<file path="config.mk">
export PLATFORM = sky130hd
export DESIGN_NAME = dpath_timer
export DESIGN_NICKNAME = d
export VERILOG_FILES = /design/src/rtl/dpc_pkg.sv /design/src/rtl/dpc_downcnt.sv /design/src/rtl/dpc_fsm.sv /design/src/rtl/dpath_timer.sv
export SDC_FILE = /design/constraint.sdc
export NUM_CORES = 1
export LEC_CHECK = 0
export BUFFER_PORTS_ARGS = -buffer_cell sky130_fd_sc_hd__buf_2
export CAP_MARGIN = 40
export CELL_PAD_IN_SITES_DETAIL_PLACEMENT = 1
export CELL_PAD_IN_SITES_GLOBAL_PLACEMENT = 1
export CORE_AREA = 3 3 115 200
export DETAILED_ROUTE_END_ITERATION = 12
export DIE_AREA = 0 0 118 203
export PLACE_DENSITY_LB_ADDON = 0.1
export SETUP_SLACK_MARGIN = 0.1
export SYNTH_ARGS = -nofsm -noshare
export SYNTH_HDL_FRONTEND = slang
export SYNTH_SLANG_ARGS = --single-unit
</file>
<file path="constraint.sdc">
create_clock -name clk -period 2.8 [get_ports clk]
set_input_delay 0.28 -clock clk [delete_from_list [all_inputs] [get_ports clk]]
set_output_delay 0.28 -clock clk [all_outputs]
set_load 0.01 [all_outputs]
</file>
<file path="src/rtl/dpc_pkg.sv">
package dpc_pkg;

   typedef enum logic [2:0] {
      S_IDLE = 3'd0,
      S_WS   = 3'd1,
      S_WR   = 3'd2,
      S_WACK = 3'd3,
      S_BUSY = 3'd4
   } dp_state_e;

   localparam int unsigned STATE_W = 3;

endpackage

</file>
<file path="src/rtl/dpc_downcnt.sv">
module dpc_downcnt #(
   parameter int unsigned W = 32
) (
   input  logic         clk,
   input  logic         rst_n,
   input  logic         load,
   input  logic [W-1:0] load_val,
   input  logic         dec,
   output logic [W-1:0] cnt,
   output logic         zero
);

   localparam logic [W-1:0] ONE = {{(W-1){1'b0}}, 1'b1};

   generate
      if (W < 1) begin : g_bad_width
         $error("dpc_downcnt: W must be at least 1");
      end
   endgenerate

   assign zero = (cnt == '0);

   always_ff @(posedge clk or negedge rst_n) begin
      if (!rst_n) begin
         cnt <= '0;
      end else if (load) begin
         cnt <= load_val;
      end else if (dec && !zero) begin
         cnt <= cnt - ONE;
      end
   end

   // one step per accepted decrement
   a_r3_step_one: assert property (@(posedge clk) disable iff (!rst_n)
      (dec && !load && cnt != '0) |=> (cnt == $past(cnt) - ONE));

   // an idle counter keeps its value
   a_r6_hold_idle: assert property (@(posedge clk) disable iff (!rst_n)
      (!dec && !load) |=> $stable(cnt));

endmodule

</file>
<file path="src/rtl/dpc_fsm.sv">
module dpc_fsm
   import dpc_pkg::*;
(
   input  logic      clk,
   input  logic      rst_n,
   input  logic      start,
   input  logic      dir_rx,
   input  logic      byte_done,
   input  logic      ack_rx,
   input  logic      card_busy,
   input  logic      ck_en,
   input  logic      len_zero,
   input  logic      dt_zero,
   input  logic      at_zero,
   output dp_state_e st,
   output logic      len_load,
   output logic      len_dec,
   output logic      dt_load,
   output logic      dt_dec,
   output logic      at_load,
   output logic      at_dec,
   output logic      data_end,
   output logic      data_tmo,
   output logic      ack_tmo
);

   dp_state_e st_nxt;
   logic      end_nxt;
   logic      dto_nxt;
   logic      ato_nxt;

   always_comb begin
      st_nxt   = st;
      end_nxt  = 1'b0;
      dto_nxt  = 1'b0;
      ato_nxt  = 1'b0;
      len_load = 1'b0;
      len_dec  = 1'b0;
      dt_load  = 1'b0;
      dt_dec   = 1'b0;
      at_load  = 1'b0;
      at_dec   = 1'b0;
      unique case (st)
         S_IDLE: begin
            if (start) begin
               len_load = 1'b1;
               dt_load  = 1'b1;
               st_nxt   = dir_rx ? S_WR : S_WS;
            end
         end
         S_WR: begin
            if (ck_en && dt_zero) begin
               dto_nxt = 1'b1;
               st_nxt  = S_IDLE;
            end else begin
               dt_dec = ck_en;
               if (len_zero) begin
                  end_nxt = 1'b1;
                  st_nxt  = S_IDLE;
               end else begin
                  len_dec = byte_done;
               end
            end
         end
         S_WS: begin
            if (len_zero) begin
               at_load = 1'b1;
               st_nxt  = S_WACK;
            end else begin
               len_dec = byte_done;
            end
         end
         S_WACK: begin
            if (ck_en && at_zero) begin
               ato_nxt = 1'b1;
               st_nxt  = S_IDLE;
            end else begin
               at_dec = ck_en;
               if (ack_rx) begin
                  dt_load = 1'b1;
                  st_nxt  = S_BUSY;
               end
            end
         end
         S_BUSY: begin
            if (ck_en && dt_zero) begin
               dto_nxt = 1'b1;
               st_nxt  = S_IDLE;
            end else begin
               dt_dec = ck_en;
               if (!card_busy) begin
                  end_nxt = 1'b1;
                  st_nxt  = S_IDLE;
               end
            end
         end
         default: st_nxt = S_IDLE;
      endcase
   end

   always_ff @(posedge clk or negedge rst_n) begin
      if (!rst_n) begin
         st       <= S_IDLE;
         data_end <= 1'b0;
         data_tmo <= 1'b0;
         ack_tmo  <= 1'b0;
      end else begin
         st       <= st_nxt;
         data_end <= end_nxt;
         data_tmo <= dto_nxt;
         ack_tmo  <= ato_nxt;
      end
   end

   // start in Idle always leaves Idle for a wait state
   a_r2_enter_wait: assert property (@(posedge clk) disable iff (!rst_n)
      (st == S_IDLE && start) |=> (st == S_WR || st == S_WS));

   // at most one result pulse, and only once back in Idle
   a_r9_one_pulse: assert property (@(posedge clk) disable iff (!rst_n)
      $onehot0({data_end, data_tmo, ack_tmo}));
   a_r9_pulse_idle: assert property (@(posedge clk) disable iff (!rst_n)
      (data_end || data_tmo || ack_tmo) |-> (st == S_IDLE));

   // a data timeout only comes out of Wait_R or Busy
   a_r6_dto_origin: assert property (@(posedge clk) disable iff (!rst_n)
      data_tmo |-> ($past(st) == S_WR || $past(st) == S_BUSY));

   // an ack timeout only comes out of Wait_Ack
   a_r7_ato_origin: assert property (@(posedge clk) disable iff (!rst_n)
      ack_tmo |-> ($past(st) == S_WACK));

   // Busy is held while the card stays busy and no enable arrives
   a_r5_busy_hold: assert property (@(posedge clk) disable iff (!rst_n)
      (st == S_BUSY && card_busy && !ck_en) |=> (st == S_BUSY));

endmodule

</file>
<file path="src/rtl/dpath_timer.sv">
module dpath_timer #(
   parameter int unsigned LEN_W  = 32,
   parameter int unsigned DTMO_W = 32,
   parameter int unsigned ATMO_W = 32
) (
   input  logic              clk,
   input  logic              rst_n,
   input  logic [LEN_W-1:0]  cfg_len,
   input  logic [DTMO_W-1:0] cfg_dtmo,
   input  logic [ATMO_W-1:0] cfg_atmo,
   input  logic              ck_en,
   input  logic              start,
   input  logic              dir_rx,
   input  logic              byte_done,
   input  logic              ack_rx,
   input  logic              card_busy,
   output logic [2:0]        state,
   output logic [LEN_W-1:0]  count_left,
   output logic              data_end,
   output logic              data_tmo,
   output logic              ack_tmo
);

   import dpc_pkg::*;

   generate
      if (LEN_W < 1 || DTMO_W < 1 || ATMO_W < 1) begin : g_bad_cfg
         $error("dpath_timer: all widths must be at least 1");
      end
   endgenerate

   dp_state_e         st;
   logic              len_load, len_dec, len_zero;
   logic              dt_load, dt_dec, dt_zero;
   logic              at_load, at_dec, at_zero;
   logic [DTMO_W-1:0] dt_cnt;
   logic [ATMO_W-1:0] at_cnt;

   dpc_fsm u_fsm (
      .clk       (clk),
      .rst_n     (rst_n),
      .start     (start),
      .dir_rx    (dir_rx),
      .byte_done (byte_done),
      .ack_rx    (ack_rx),
      .card_busy (card_busy),
      .ck_en     (ck_en),
      .len_zero  (len_zero),
      .dt_zero   (dt_zero),
      .at_zero   (at_zero),
      .st        (st),
      .len_load  (len_load),
      .len_dec   (len_dec),
      .dt_load   (dt_load),
      .dt_dec    (dt_dec),
      .at_load   (at_load),
      .at_dec    (at_dec),
      .data_end  (data_end),
      .data_tmo  (data_tmo),
      .ack_tmo   (ack_tmo)
   );

   dpc_downcnt #(.W(LEN_W)) u_len (
      .clk      (clk),
      .rst_n    (rst_n),
      .load     (len_load),
      .load_val (cfg_len),
      .dec      (len_dec),
      .cnt      (count_left),
      .zero     (len_zero)
   );

   dpc_downcnt #(.W(DTMO_W)) u_dtmr (
      .clk      (clk),
      .rst_n    (rst_n),
      .load     (dt_load),
      .load_val (cfg_dtmo),
      .dec      (dt_dec),
      .cnt      (dt_cnt),
      .zero     (dt_zero)
   );

   dpc_downcnt #(.W(ATMO_W)) u_atmr (
      .clk      (clk),
      .rst_n    (rst_n),
      .load     (at_load),
      .load_val (cfg_atmo),
      .dec      (at_dec),
      .cnt      (at_cnt),
      .zero     (at_zero)
   );

   assign state = st;

   // a clean finish never coincides with a timeout
   a_r8_end_clean: assert property (@(posedge clk) disable iff (!rst_n)
      data_end |-> (!data_tmo && !ack_tmo));

endmodule

</file>
# --- Word-level counts from Yosys, hierarchy flattened ---
# Index checks and enable logic that the tools add are counted.
op_classes:
  addsub: 3
  mul: 0
  n_div: 0
  order_cmp: 0
  n_eq_ne: 9
  n_shift: 0
  mux: 38
  bitwise_logic: 0
  n_reduce_logical: 17
op_table:
  columns: ["operator", "count"]
  rows:
  - ["two-way mux 32 bit", 6]
  - ["zero test 32 bit", 3]
  - ["subtractor 32 x 1 -> 32 bit, second input constant", 3]
  - ["two-way mux 3 bit", 8]
  - ["two-way mux 1 bit", 19]
  - ["case mux 3 bit (5 select lines)", 1]
  - ["equality test 3 x 2 -> 1 bit, second input constant", 2]
  - ["!= test 3 x 2 -> 1 bit, second input constant", 2]
  - ["case mux 1 bit (2 select lines)", 3]
  - ["nonzero test 2 bit", 3]
  - ["logical AND 1 bit", 5]
  - ["AND reduction 5 bit", 1]
  - ["equality test 3 x 1 -> 1 bit, second input constant", 1]
  - ["equality test 3 bit, second input constant", 1]
  - ["zero test 1 bit", 3]
  - ["zero test 3 bit", 1]
  - ["!= test 3 x 1 -> 1 bit, second input constant", 1]
  - ["two-way mux 2 bit", 1]
  - ["!= test 2 x 1 -> 1 bit, second input constant", 1]
  - ["!= test 2 bit, second input constant", 1]
  - ["OR reduction 2 bit", 1]
word_totals:
  reg_bits: 102
  latchBits: 0
  ramBits: 0
  mem_bits_ro: 0
  inputBits: 104
  n_memories: 0

# --- Depth between registers and ports, before layout ---
# Gate-level depths: netlist of the first run.
depth:
  ltp_word: 7
  depth_mapped: 10
  depth_no_buf: 8

# --- Modules after synthesis ---
# A second synthesis of the first run with hierarchy kept.
hier_totals:
  hier_cells: 755
  area_unflattened_um2: 6692.7
modules_own_cells:
  columns: ["module", "instances", "cells_per_inst", "area_per_inst_um2", "seq_area_each_um2"]
  rows:
  - ["dpc_downcnt (u_atmr ...)", 2, 235, 2099.5, 800.8]
  - ["dpc_downcnt (u_len)", 1, 243, 2080.7, 800.8]
  - ["dpc_fsm", 1, 42, 412.9, 150.1]

# --- Least setup slack after synthesis of the first run ---
# Ideal clock, no wire load.
synth_timing:
  path_kind: "register to register"
  start: "register u_len.cnt[15]"
  end: "register u_atmr.cnt[3]"
  setup_ps: 126
  arrival_time_ps: 2785
  required_time_ps: 2674
  setup_slack_ps: -112
  stages_incl_launch_ff: 9
  n_path_buf: 2
  synth_period_minus_slack_ps: 2912
  cell_sequence: "dfrtp_1 -> or4_4 -> or4_4 -> buf_6 -> or4_4 -> buf_6 -> o21ai_4 -> o21ai_1 -> a221o_1"
synth_via:
  elab_chain_len: 4
  word_cells_on_any_way: 5
synth_rtl:
  columns: ["element", "line_no", "rtl"]
  rows:
  - ["start: declaration", "dpc_downcnt.sv:9", "output logic [W-1:0] cnt,"]
  - ["start signal: assignment", "dpc_downcnt.sv:27", "cnt <= load_val;"]
  - ["start signal: assignment", "dpc_downcnt.sv:29", "cnt <= cnt - ONE;"]
  - ["zero test 32 bit *", "dpc_downcnt.sv:21", "assign zero = (cnt == '0);"]
  - ["two-way mux 1 bit *", "dpc_fsm.sv:66", "if (len_zero) begin"]
  - ["two-way mux 1 bit *", "dpc_fsm.sv:43", "unique case (st)"]
  - ["two-way mux 32 bit or nonzero test 2 bit (tied branches)", null, null]
  - ["end signal: assignment", "dpc_downcnt.sv:27", null]
  - ["end signal: assignment", "dpc_downcnt.sv:29", null]
  - ["end: declaration", "dpc_downcnt.sv:9", null]
# Mark *: on every way between the ends. The rest lies on a longest branch, timed or not.
# A chain may end at the register's enable or synchronous reset.

# --- Final worst setup path of the first run ---
layout_timing:
  start: "register u_dtmr.cnt[11]"
  end: "register u_dtmr.cnt[20]"
layout_via:
  elab_chain_len: 6
  word_cells_on_any_way: 10
layout_rtl:
  columns: ["element", "line_no"]
  rows:
  - ["start: declaration", "dpc_downcnt.sv:9"]
  - ["start signal: assignment", "dpc_downcnt.sv:27"]
  - ["start signal: assignment", "dpc_downcnt.sv:29"]
  - ["parallel branches: the longest is 6 deep, another holds subtractor 32 x 1 -> 32 bit", null]
# Several ways; the timed one is not identified. The select of a mux whose other input is x is not followed.

==> flow_summary_export.csv, run 1 <==
group,metric,value,unit
worst_setup_path,required,3040,ps
worst_setup_path,crit_path_start_kind,"register",
floorplan,row_count,71,
cts,cts_tree,"yes",
timing,min_period,2770,ps
floorplan,die_width,118,µm
floorplan,die_y,203,µm
global_routing,grt_usage,21.2,%
outcome,status,"complete, no violations",
layout,fin_cells,1276,
synth,synth_area,6410,µm²
timing,rsz0062_at_grt,"true",
timing,worst_pin_slew,734,ps
min_path,hold_class,"primary input to register",
worst_setup_path,cp_max_fo,5,
synth,synthDistinctLibCells,65,
layout,fillers,2581,
pwr,p_per_area,917,nW/µm²
layout,area_growth_syn_to_layout,46.1,%
worst_setup_path,reg2reg_slack,30,ps
global_routing,overflow,0,
route,routed_via_density,5.43,
layout,finalInstanceArea,9360,µm²
layout,nets,1088,
layout,final_layout_size_suffix_gt1_share,40.1,%
timing,setup_viol,0,
pwr,p_switching,3.80,mW
worst_setup_path,crit_arrival,3020,ps
timing,period_share,99.1,%
global_routing,antenna_found_initial,2,
pwr,pwr-share-clk,14.4,%
synth,synth_common_cells,"102 x dfrtp_1, 70 x nor2_1, 60 x nand2_1",
timing,fin_worst_skew,9.91,ps
run,maxCapViolCount,0,
worst_setup_path,worstSetupEndpointType,"register",
route,routedWlPerCell,20.9,µm
cts,cts_root_buf,"clkbuf_16",
cts,cts_max_level,3,
layout,register_area,2550,µm²
pwr,p_sw_share,44.3,%
timing,clock.fmax,0.360,GHz
cts,numCtsBuffers,9,
route,vias,6933,
synth,yosys-top-cells-area,"dfrtp_1 40%, nor2_1 4.1%, nor4_1 4.0%",
pwr,peakVddDrop,0.000386,V
route,drt-total-wl,26600,µm
worst_setup_path,crit_type,"register to register",
pwr,leakage,3.83,nW
cts,clk_pin_slew_worst_paths,80,ps
floorplan,die_area,24000,µm²
placement,dpl-instance-area,8050,µm²
placement,io_buffers,141,
synth,synth_top_area_share,39.8,%
pwr,p_comb_share,53.8,%
synth,yosysWarnings,0,
pwr,p_seq_share,31.8,%
pwr,p_total,8.58,mW
timing,whs,117,ps
worst_setup_path,r2r-end,"u_dtmr.cnt[20]$_DFFE_PN0P_",
min_path,hold_start,"cfg_atmo[6]",
placement,dp_hpwl,19400,µm
global_routing,grt_start_max_net_pins,45,
synth,avgSynthCellArea,8.66,µm²
cts,clock_sinks,102,
synth,ys_seq_area_share,39.8,%
global_routing,grt_pass1_wl,40700,µm
synth,yosys_register_bits,102,
synth,synth_top_area_cell,"dfrtp_1",
synth,synthArstFlopShare,100,%
cts,clockBufferDepth,2,
synth,yosysMostFrequentCell,"dfrtp_1",
pwr,intPower,4.78,mW
layout,antenna_cells,0,
route,drc_errors,0,
route,drt_iter0_markers,183,
placement,gp_congestion,0.865,
global_routing,grt_pass1_vias,7489,
layout,multi_input_area,4090,µm²
route,ant_nets,0,
floorplan,core_area,21600,µm²
synth,syn-num-nets,849,
min_path,hold_depth,3,
worst_setup_path,reg2reg_depth,8,
synth,synth_edf_count,0,
synth,synthCells,740,
timing,hold_viol_final,0,
placement,dp_cells,1219,
route,drt_pass1_iterations,4,
synth,ys.flop_type,"dfrtp_1",
min_path,hold_path_end,"u_atmr.cnt[6]$_DFFE_PN0P_",
layout,final_util,43.4,%
timing,slew-limit-headroom,50.7,%
floorplan,start_util,29.7,%
worst_setup_path,reg2reg_from,"u_dtmr.cnt[11]$_DFFE_PN0P_",
floorplan,io_pins,142,
timing,slew_violations,0,
cts,clk_latency,360,ps
[worst max path at each step]
stage                                           from                         end  slack (ps)  cells after the start
after floorplan            u_len.cnt[18]$_DFFE_PN0P_   u_atmr.cnt[3]$_DFFE_PN0P_         -30                      8
after global placement    u_dtmr.cnt[10]$_DFFE_PN0P_   u_len.cnt[25]$_DFFE_PN0P_          30                      9
after detailed placement  u_dtmr.cnt[12]$_DFFE_PN0P_   u_len.cnt[25]$_DFFE_PN0P_         -40                      9
final                     u_dtmr.cnt[11]$_DFFE_PN0P_  u_dtmr.cnt[20]$_DFFE_PN0P_          30                      8
after CTS                 u_dtmr.cnt[12]$_DFFE_PN0P_   u_len.cnt[25]$_DFFE_PN0P_          60                      9
after global routing      u_atmr.cnt[13]$_DFFE_PN0P_  u_atmr.cnt[31]$_DFFE_PN0P_         -80                      7
[flip-flops by register name (all words and copies together) (netlist names)]
| signal | flops |
|---|---|
| u_len.cnt | 32 |
| u_fsm.data_tmo | 1 |
| u_atmr.cnt | 32 |
| u_fsm.data_end | 1 |
| u_fsm.st | 3 |
| u_fsm.ack_tmo | 1 |
| u_dtmr.cnt | 32 |
[worst max-delay path, cell delays in order (launching register included)]
cell and delay (ps):
dfrtp_1 380, or4_4 540, or4b_4 560, buf_6 150
nor3_4 210, or2_4 260, clkbuf_16 190, o21ai_2 50
a221o_1 320
[per-layer routing]
metal,vias to the layer above,share of wire (%),global-route usage (%)
li1,3282,-,-
met1,3459,39,23.6
met2,138,54,39.6
met3,50,3.3,4.01
met4,4,3.4,8.09
met5,-,0.079,0
[placed cells by master, fill, tap and decap left out, drive strengths merged, types with 4 or more instances in the layout]
master and count:
clkbuf 15, dfrtp 102, a21oi 29, xnor2 25, a32oi 8, o311ai 8
nand3 33, buf 268, ha 5, nor2 70, and3 6, or2 8
o41ai 5, nor4 48, inv 20, xor2 7, o211ai 6, a31oi 15
nand4 11, o21ai 55, or3 19, o221ai 6, a21o 4, o21a 4
a22oi 5, a221o 14, nor3 40, nor2b 6, or4 28, nand2 60
[kinds of logic (layout without fill, tap and decap cells)]
| kind of cell | after synthesis | after routing | synth area share, % |
|---|---|---|---|
| compound gates | 181 | 181 | 19.0 |
| xor+xnor | 32 | 32 | 4.37 |
| fa+ha+maj | 5 | 5 | 0.976 |
| buf+inv | 66 | 310 | 4.86 |
| flops | 102 | 102 | 39.8 |
| mux | 3 | 3 | 0.468 |
| simple gates | 351 | 351 | 30.5 |
[metrics by stage]
step	setup slack, ps	setup TNS (ps)
floorplan	-34.0	-35.1
global placement	29.2	0
detailed placement	-44.9	-179
CTS	59.3	0
global route	-83.8	-512
finish	25.4	0
[final cells by class]
| cell class | instances | area share [%] |
|---|---|---|
| inverter | 20 | 0.802 |
| clock buffer | 10 | 2.55 |
| clock inverter | 6 | 0.401 |
| sequential | 102 | 27.3 |
| multi-input combinational | 572 | 43.7 |
| timing repair buffer | 274 | 21.4 |
| tap | 292 | 3.90 |
[power by group through the flow]
stage / combinational [mW] / sequential (mW) / clock [mW]
finish: 4.62 / 2.73 / 1.23
global route: 5.03 / 2.83 / 1.35
CTS: 4.06 / 2.69 / 1.29
detailed placement: 3.94 / 2.70 / 0
global placement: 3.83 / 2.67 / 0
floorplan: 2.05 / 2.71 / 0
[what timing repair did]
item,CTS,global route
endpoints found under the hold margin,37,0
buffers inserted,11,23
hold buffers,1,0
resized for setup,18,127
setup endpoints to repair,64,95
cloned,1,6
pin swaps,6,47
(Power assumes the default switching activity.)
==> run 2: changes to the inputs <==
- CORE_AREA: 3 3 115 200 -> 3 3 104 181
- DIE_AREA: 0 0 118 203 -> 0 0 107 184
- MAX_ROUTING_LAYER: not set -> met4
==> flow_summary_export.csv, run 2 (synthesis gave the netlist of run 1 again) <==
group,metric,value,unit
route,drt_iter0_markers,419,
global_routing,grt_pass1_wl,39400,µm
min_path,hold_path_end,"u_atmr.cnt[14]$_DFFE_PN0P_",
placement,gp_congestion,0.908,
timing,rsz0062_at_grt,"true",
min_path,hold_start,"cfg_atmo[14]",
floorplan,start_util,36.6,%
cts,clockBufferDepth,2,
route,routed_via_density,5.87,
layout,most-common-layout-cells,"141 x buf_2, 99 x dfrtp_1, 87 x buf_4",
layout,fin_cells,1206,
worst_setup_path,crit_path_start_kind,"register",
route,drt_pass1_iterations,5,
min_path,hold_depth,3,
timing,slew-limit-headroom,47.6,%
placement,io_buffers,141,
layout,reg_top3,"u_atmr.cnt (32), u_dtmr.cnt (32), u_len.cnt (32)",
pwr,intPower,4.90,mW
placement,dp_cells,1153,
timing,period_share,97.5,%
timing,slew_violations,0,
layout,area_growth_syn_to_layout,42.5,%
min_path,hold_class,"primary input to register",
pwr,peakVddDrop,0.000454,V
worst_setup_path,required,3060,ps
global_routing,grt_start_max_net_pins,54,
layout,final_common_cell,"buf_2",
route,drt-total-wl,26300,µm
cts,clk_pin_slew_worst_paths,80,ps
worst_setup_path,crit_arrival,2990,ps
floorplan,core_area,17500,µm²
timing,hold_viol_final,0,
cts,numCtsBuffers,9,
worst_setup_path,r2r-end,"u_dtmr.cnt[26]$_DFFE_PN0P_",
worst_setup_path,cp_common_cell,"buf_6",
floorplan,io_pins,142,
timing,clock.fmax,0.366,GHz
floorplan,die_area,19700,µm²
floorplan,die_width,107,µm
global_routing,antenna_found_initial,2,
route,ant_nets,0,
layout,final_layout_size_suffix_gt1_share,38.1,%
cts,cts_tree,"yes",
pwr,p_per_area,955,nW/µm²
worst_setup_path,reg2reg_depth,9,
timing,fin_worst_skew,9.05,ps
cts,clock_sinks,102,
pwr,p_switching,3.82,mW
timing,whs,113,ps
worst_setup_path,crit_type,"register to register",
global_routing,overflow,0,
pwr,p_seq_share,31.4,%
worst_setup_path,cpPeakStageDelay,550,ps
pwr,p_comb_share,52.2,%
worst_setup_path,cp_cell_sequence,"or4_4, or4b_4, buf_6, nor3_4, or2_4, buf_6, clkbuf_16, nor3_1, a221o_1",
timing,worst_pin_slew,780,ps
cts,cts_root_buf,"clkbuf_16",
run,maxCapViolCount,0,
worst_setup_path,cp_slowest_cell,"or4_4",
timing,min_period,2730,ps
placement,dp_hpwl,18100,µm
pwr,p_sw_share,43.8,%
pwr,pwr-share-clk,16.4,%
global_routing,grt_pass1_vias,7610,
global_routing,grt_usage,26.0,%
worst_setup_path,reg2reg_from,"u_dtmr.cnt[11]$_DFFE_PN0P_",
cts,cts_max_level,3,
route,vias,7082,
floorplan,die_y,184,µm
layout,fillers,2044,
route,routedWlPerCell,21.8,µm
route,drc_errors,0,
timing,setup_viol,0,
outcome,status,"complete, no violations",
worst_setup_path,cp_max_fo,5,
worst_setup_path,reg2reg_slack,70,ps
pwr,leakage,3.78,nW
floorplan,row_count,64,
worst_setup_path,worstSetupEndpointType,"register",
cts,clk_latency,370,ps
layout,nets,1077,
==> run 2: changes by cell type in the layout (fill, tap and decap cells not counted), moves of 4 or more <==
cell	delta
o21ai_1	-5
buf_4	-9
nor4_2	+4
buf_6	-5
nor4_4	-4
o21ai_0	+8
==> run 2: timing repair <==
item                                    in CTS  in global routing
setup buffers                                9                 16
endpoints found under the setup margin      68                 89
hold buffers                                 1                  0
pin swaps                                    7                 40
gates cloned                                 1                  9
resized for setup                           23                 87
hold endpoints to repair                    35                  0
==> run 2: through the flow <==
stage | power, mW | TNS [ps] | util [%] | area (µm²) | setup slack [ps]
after global routing | 9.30 | 0 | 52.1 | 9140 | 5.98
after global placement | 6.37 | -142 | 45.5 | 7970 | -38.4
final | 8.72 | 0 | 52.1 | 9140 | 69.0
after detailed placement | 6.53 | -174 | 45.5 | 7970 | -47.5
after floorplan | 4.75 | -35.1 | - | 6450 | -34.0
after CTS | 8.12 | 0 | 48.6 | 8520 | 88.8
==> run 2: power by group through the flow <==
stage	registers (mW)	clock network, mW	logic (mW)
6_report	2.74	1.43	4.55
3_5_place_dp	2.70	0	3.83
2_1_floorplan	2.71	0	2.05
5_1_grt	2.83	1.53	4.93
4_1_cts	2.69	1.46	3.98
3_3_place_gp	2.65	0	3.71
==> run 2: how the worst max path moves through the flow <==
| stage | cells after the start | slack (ps) | startpoint | to |
|---|---|---|---|---|
| after floorplan | 8 | -30 | u_len.cnt[18]$_DFFE_PN0P_ | u_atmr.cnt[3]$_DFFE_PN0P_ |
| after global placement | 8 | -40 | u_len.cnt[18]$_DFFE_PN0P_ | u_len.cnt[19]$_DFFE_PN0P_ |
| after detailed placement | 8 | -50 | u_len.cnt[13]$_DFFE_PN0P_ | u_len.cnt[15]$_DFFE_PN0P_ |
| after CTS | 6 | 90 | u_len.cnt[23]$_DFFE_PN0P_ | u_atmr.cnt[3]$_DFFE_PN0P_ |
| after global routing | 6 | 6 | u_len.cnt[25]$_DFFE_PN0P_ | u_atmr.cnt[3]$_DFFE_PN0P_ |
| final | 9 | 70 | u_dtmr.cnt[11]$_DFFE_PN0P_ | u_dtmr.cnt[26]$_DFFE_PN0P_ |
==> run 2: metal layers <==
metal / track usage (%) / vias to the layer above / share of wire [%]
li1: - / 3281 / -
met5: - / - / 0
met4: 11.3 / 0 / 3.7
met3: 3.80 / 59 / 3.9
met2: 46.8 / 220 / 54
met1: 28.0 / 3522 / 38
==> run 2: worst max-delay path: cells and delay by family, from the launching register on <==
family,cells,cell delay [ps]
DFF,1,390
and+or+nand+nor,5,1530
buffers and inverters,3,430
AOI/OAI and AO/OA,1,270
==> run 2: cell type report <==
type	instances	area [µm²]	area share, %
clock inverters	7	97.6	1.07
diodes	2	5.00	0.0548
flip-flops and latches	102	2560	28.0
repair buffers	263	1940	21.2
inverters	20	75.1	0.822
well taps	231	289	3.16
clock buffers	9	225	2.47
multi-input cells	572	3950	43.2
==> run 3: changes to the inputs <==
- CORE_AREA: 3 3 104 181 -> 3 3 96 166
- DIE_AREA: 0 0 107 184 -> 0 0 99 169
- clock period: 2.8 -> 3.3 ns (I/O delays scaled with it)
==> flow_summary_export.csv, run 3 (synthesis gave the netlist of run 1 again) <==
group,metric,value,unit
cts,cts_max_level,3,
cts,clock_sinks,102,
timing,setup_viol,0,
floorplan,die_y,169,µm
worst_setup_path,cp_common_cell,"or4_4",
worst_setup_path,crit_path_start_kind,"register",
cts,clockBufferDepth,2,
cts,postCtsSetupBuffers,0,
timing,min_period,3010,ps
timing,slew_violations,0,
timing,worst_pin_slew,849,ps
cts,cts_resized,0,
timing,tns,0,ps
floorplan,die_width,99,µm
pwr,peakVddDrop,0.000391,V
floorplan,core_area,14800,µm²
cts,clk_latency,350,ps
floorplan,start_util,43.2,%
timing,fin_worst_skew,11.5,ps
placement,dp_hpwl,16700,µm
timing,period_share,91.2,%
layout,register_area,2550,µm²
min_path,hold_class,"primary input to async pin",
route,ant_nets,0,
route,drc_errors,0,
timing,setup_ws,290,ps
worst_setup_path,cpPeakStageDelay,610,ps
timing,clock.fmax,0.332,GHz
cts,clk_pin_slew_worst_paths,70,ps
placement,pre_cts_ws,215,ps
worst_setup_path,worstSetupEndpointType,"register",
layout,final_layout_size_suffix_gt1_share,24.8,%
layout,antenna_cells,0,
worst_setup_path,reg2reg_slack,290,ps
cts,cts_tree,"yes",
global_routing,grt_pass1_wl,36700,µm
pwr,p_per_area,805,nW/µm²
cts,holdBufCountCts,0,
route,drt-total-wl,22400,µm
run,maxCapViolCount,0,
timing,slew-limit-headroom,43.3,%
global_routing,gr-usage-met1,31.1,%
worst_setup_path,cp_max_fo,11,
route,drt_iter0_markers,237,
route,drt_pass1_iterations,4,
placement,dpl-instance-area,7390,µm²
worst_setup_path,cp_cell_sequence,"or4_4, or4_4, or4_4, buf_4, nand2_1, o311ai_0, o211ai_1",
layout,fin_cells,1063,
global_routing,antenna_found_initial,0,
cts,cts_root_buf,"clkbuf_16",
cts,numCtsBuffers,9,
layout,area_growth_syn_to_layout,19.9,%
layout,nets,984,
layout,most-common-layout-cells,"140 x buf_2, 102 x dfrtp_1, 69 x nor2_1",
worst_setup_path,crit_arrival,3280,ps
floorplan,io_pins,142,
global_routing,overflow,0,
layout,final_common_cell,"buf_2",
global_routing,grt_start_max_net_pins,103,
global_routing,grt.busiest_layer,"met2",
worst_setup_path,crit_type,"register to register",
pwr,leakage,3.09,nW
placement,gp_congestion,0.917,
timing,rsz0062_at_grt,"false",
worst_setup_path,required,3570,ps
worst_setup_path,cp_slowest_cell,"or4_4",
route,routedWlPerCell,21.1,µm
timing,whs,27.7,ps
floorplan,die_area,16700,µm²
placement,io_buffers,141,
global_routing,grtUsageMet3,3.71,%
global_routing,grtUsageMet2,49.6,%
route,routed_via_density,6.26,
placement,dp_cells,1047,
outcome,status,"complete, no violations",
layout,multi_input_area,3580,µm²
global_routing,grt_pass1_vias,7198,
timing,hold_viol_final,0,
floorplan,row_count,59,
route,vias,6650,
global_routing,grt_usage,27.8,%
layout,fillers,1815,
layout,reg_top3,"u_atmr.cnt (32), u_dtmr.cnt (32), u_len.cnt (32)",
layout,finalInstanceArea,7690,µm²
[run 3: cell type report]
cell class	count	share of cell area, %
multi-input combinational	572	46.5
inverter	20	0.976
timing repair buffer	170	12.7
clock inverter	4	0.407
clock buffer	12	3.21
tap	183	2.98
sequential	102	33.2
[run 3: final timing paths]
| kind | from | end | cells past startpoint |
|---|---|---|---|
| worst max-delay path | u_atmr.cnt[12]$_DFFE_PN0P_ | u_atmr.cnt[10]$_DFFE_PN0P_ | 7 |
| worst min-delay path | rst_n | u_atmr.cnt[6]$_DFFE_PN0P_ | 2 |
| worst max register to register | u_atmr.cnt[12]$_DFFE_PN0P_ | u_atmr.cnt[10]$_DFFE_PN0P_ | 7 |
| worst min register to register | u_atmr.cnt[11]$_DFFE_PN0P_ | u_atmr.cnt[11]$_DFFE_PN0P_ | 1 |
| max in group asynchronous | rst_n | u_atmr.cnt[16]$_DFFE_PN0P_ | 2 |
| min in group clk | cfg_atmo[9] | u_atmr.cnt[9]$_DFFE_PN0P_ | 3 |
[run 3: per-stage QoR]
stage	total power, mW	utilization, %
2_1_floorplan	4.02	-
3_3_place_gp	4.96	49.8
3_5_place_dp	5.12	49.8
4_1_cts	6.19	51.7
5_1_grt	6.65	51.8
6_report	6.19	51.8
[run 3: critical path: cells and delay by family (launching register included)]
family / cells / cell delay, ps
compound gates: 2 / 290
simple gates: 4 / 2000
flops: 1 / 440
buf+inv: 1 / 210
[run 3: report_power, final]
group	internal (mW)	total (mW)	switching, mW
logic	1.11	2.74	1.63
clock network	0.537	1.04	0.507
registers	1.75	2.41	0.657
total	3.40	6.19	2.79
[run 3: metal layers]
layer  share of wire, %  vias up
met4                3.1        0
met3                3.8       44
met1                 39     3333
li1                   -     3077
met2                 54      196
met5                  0        -
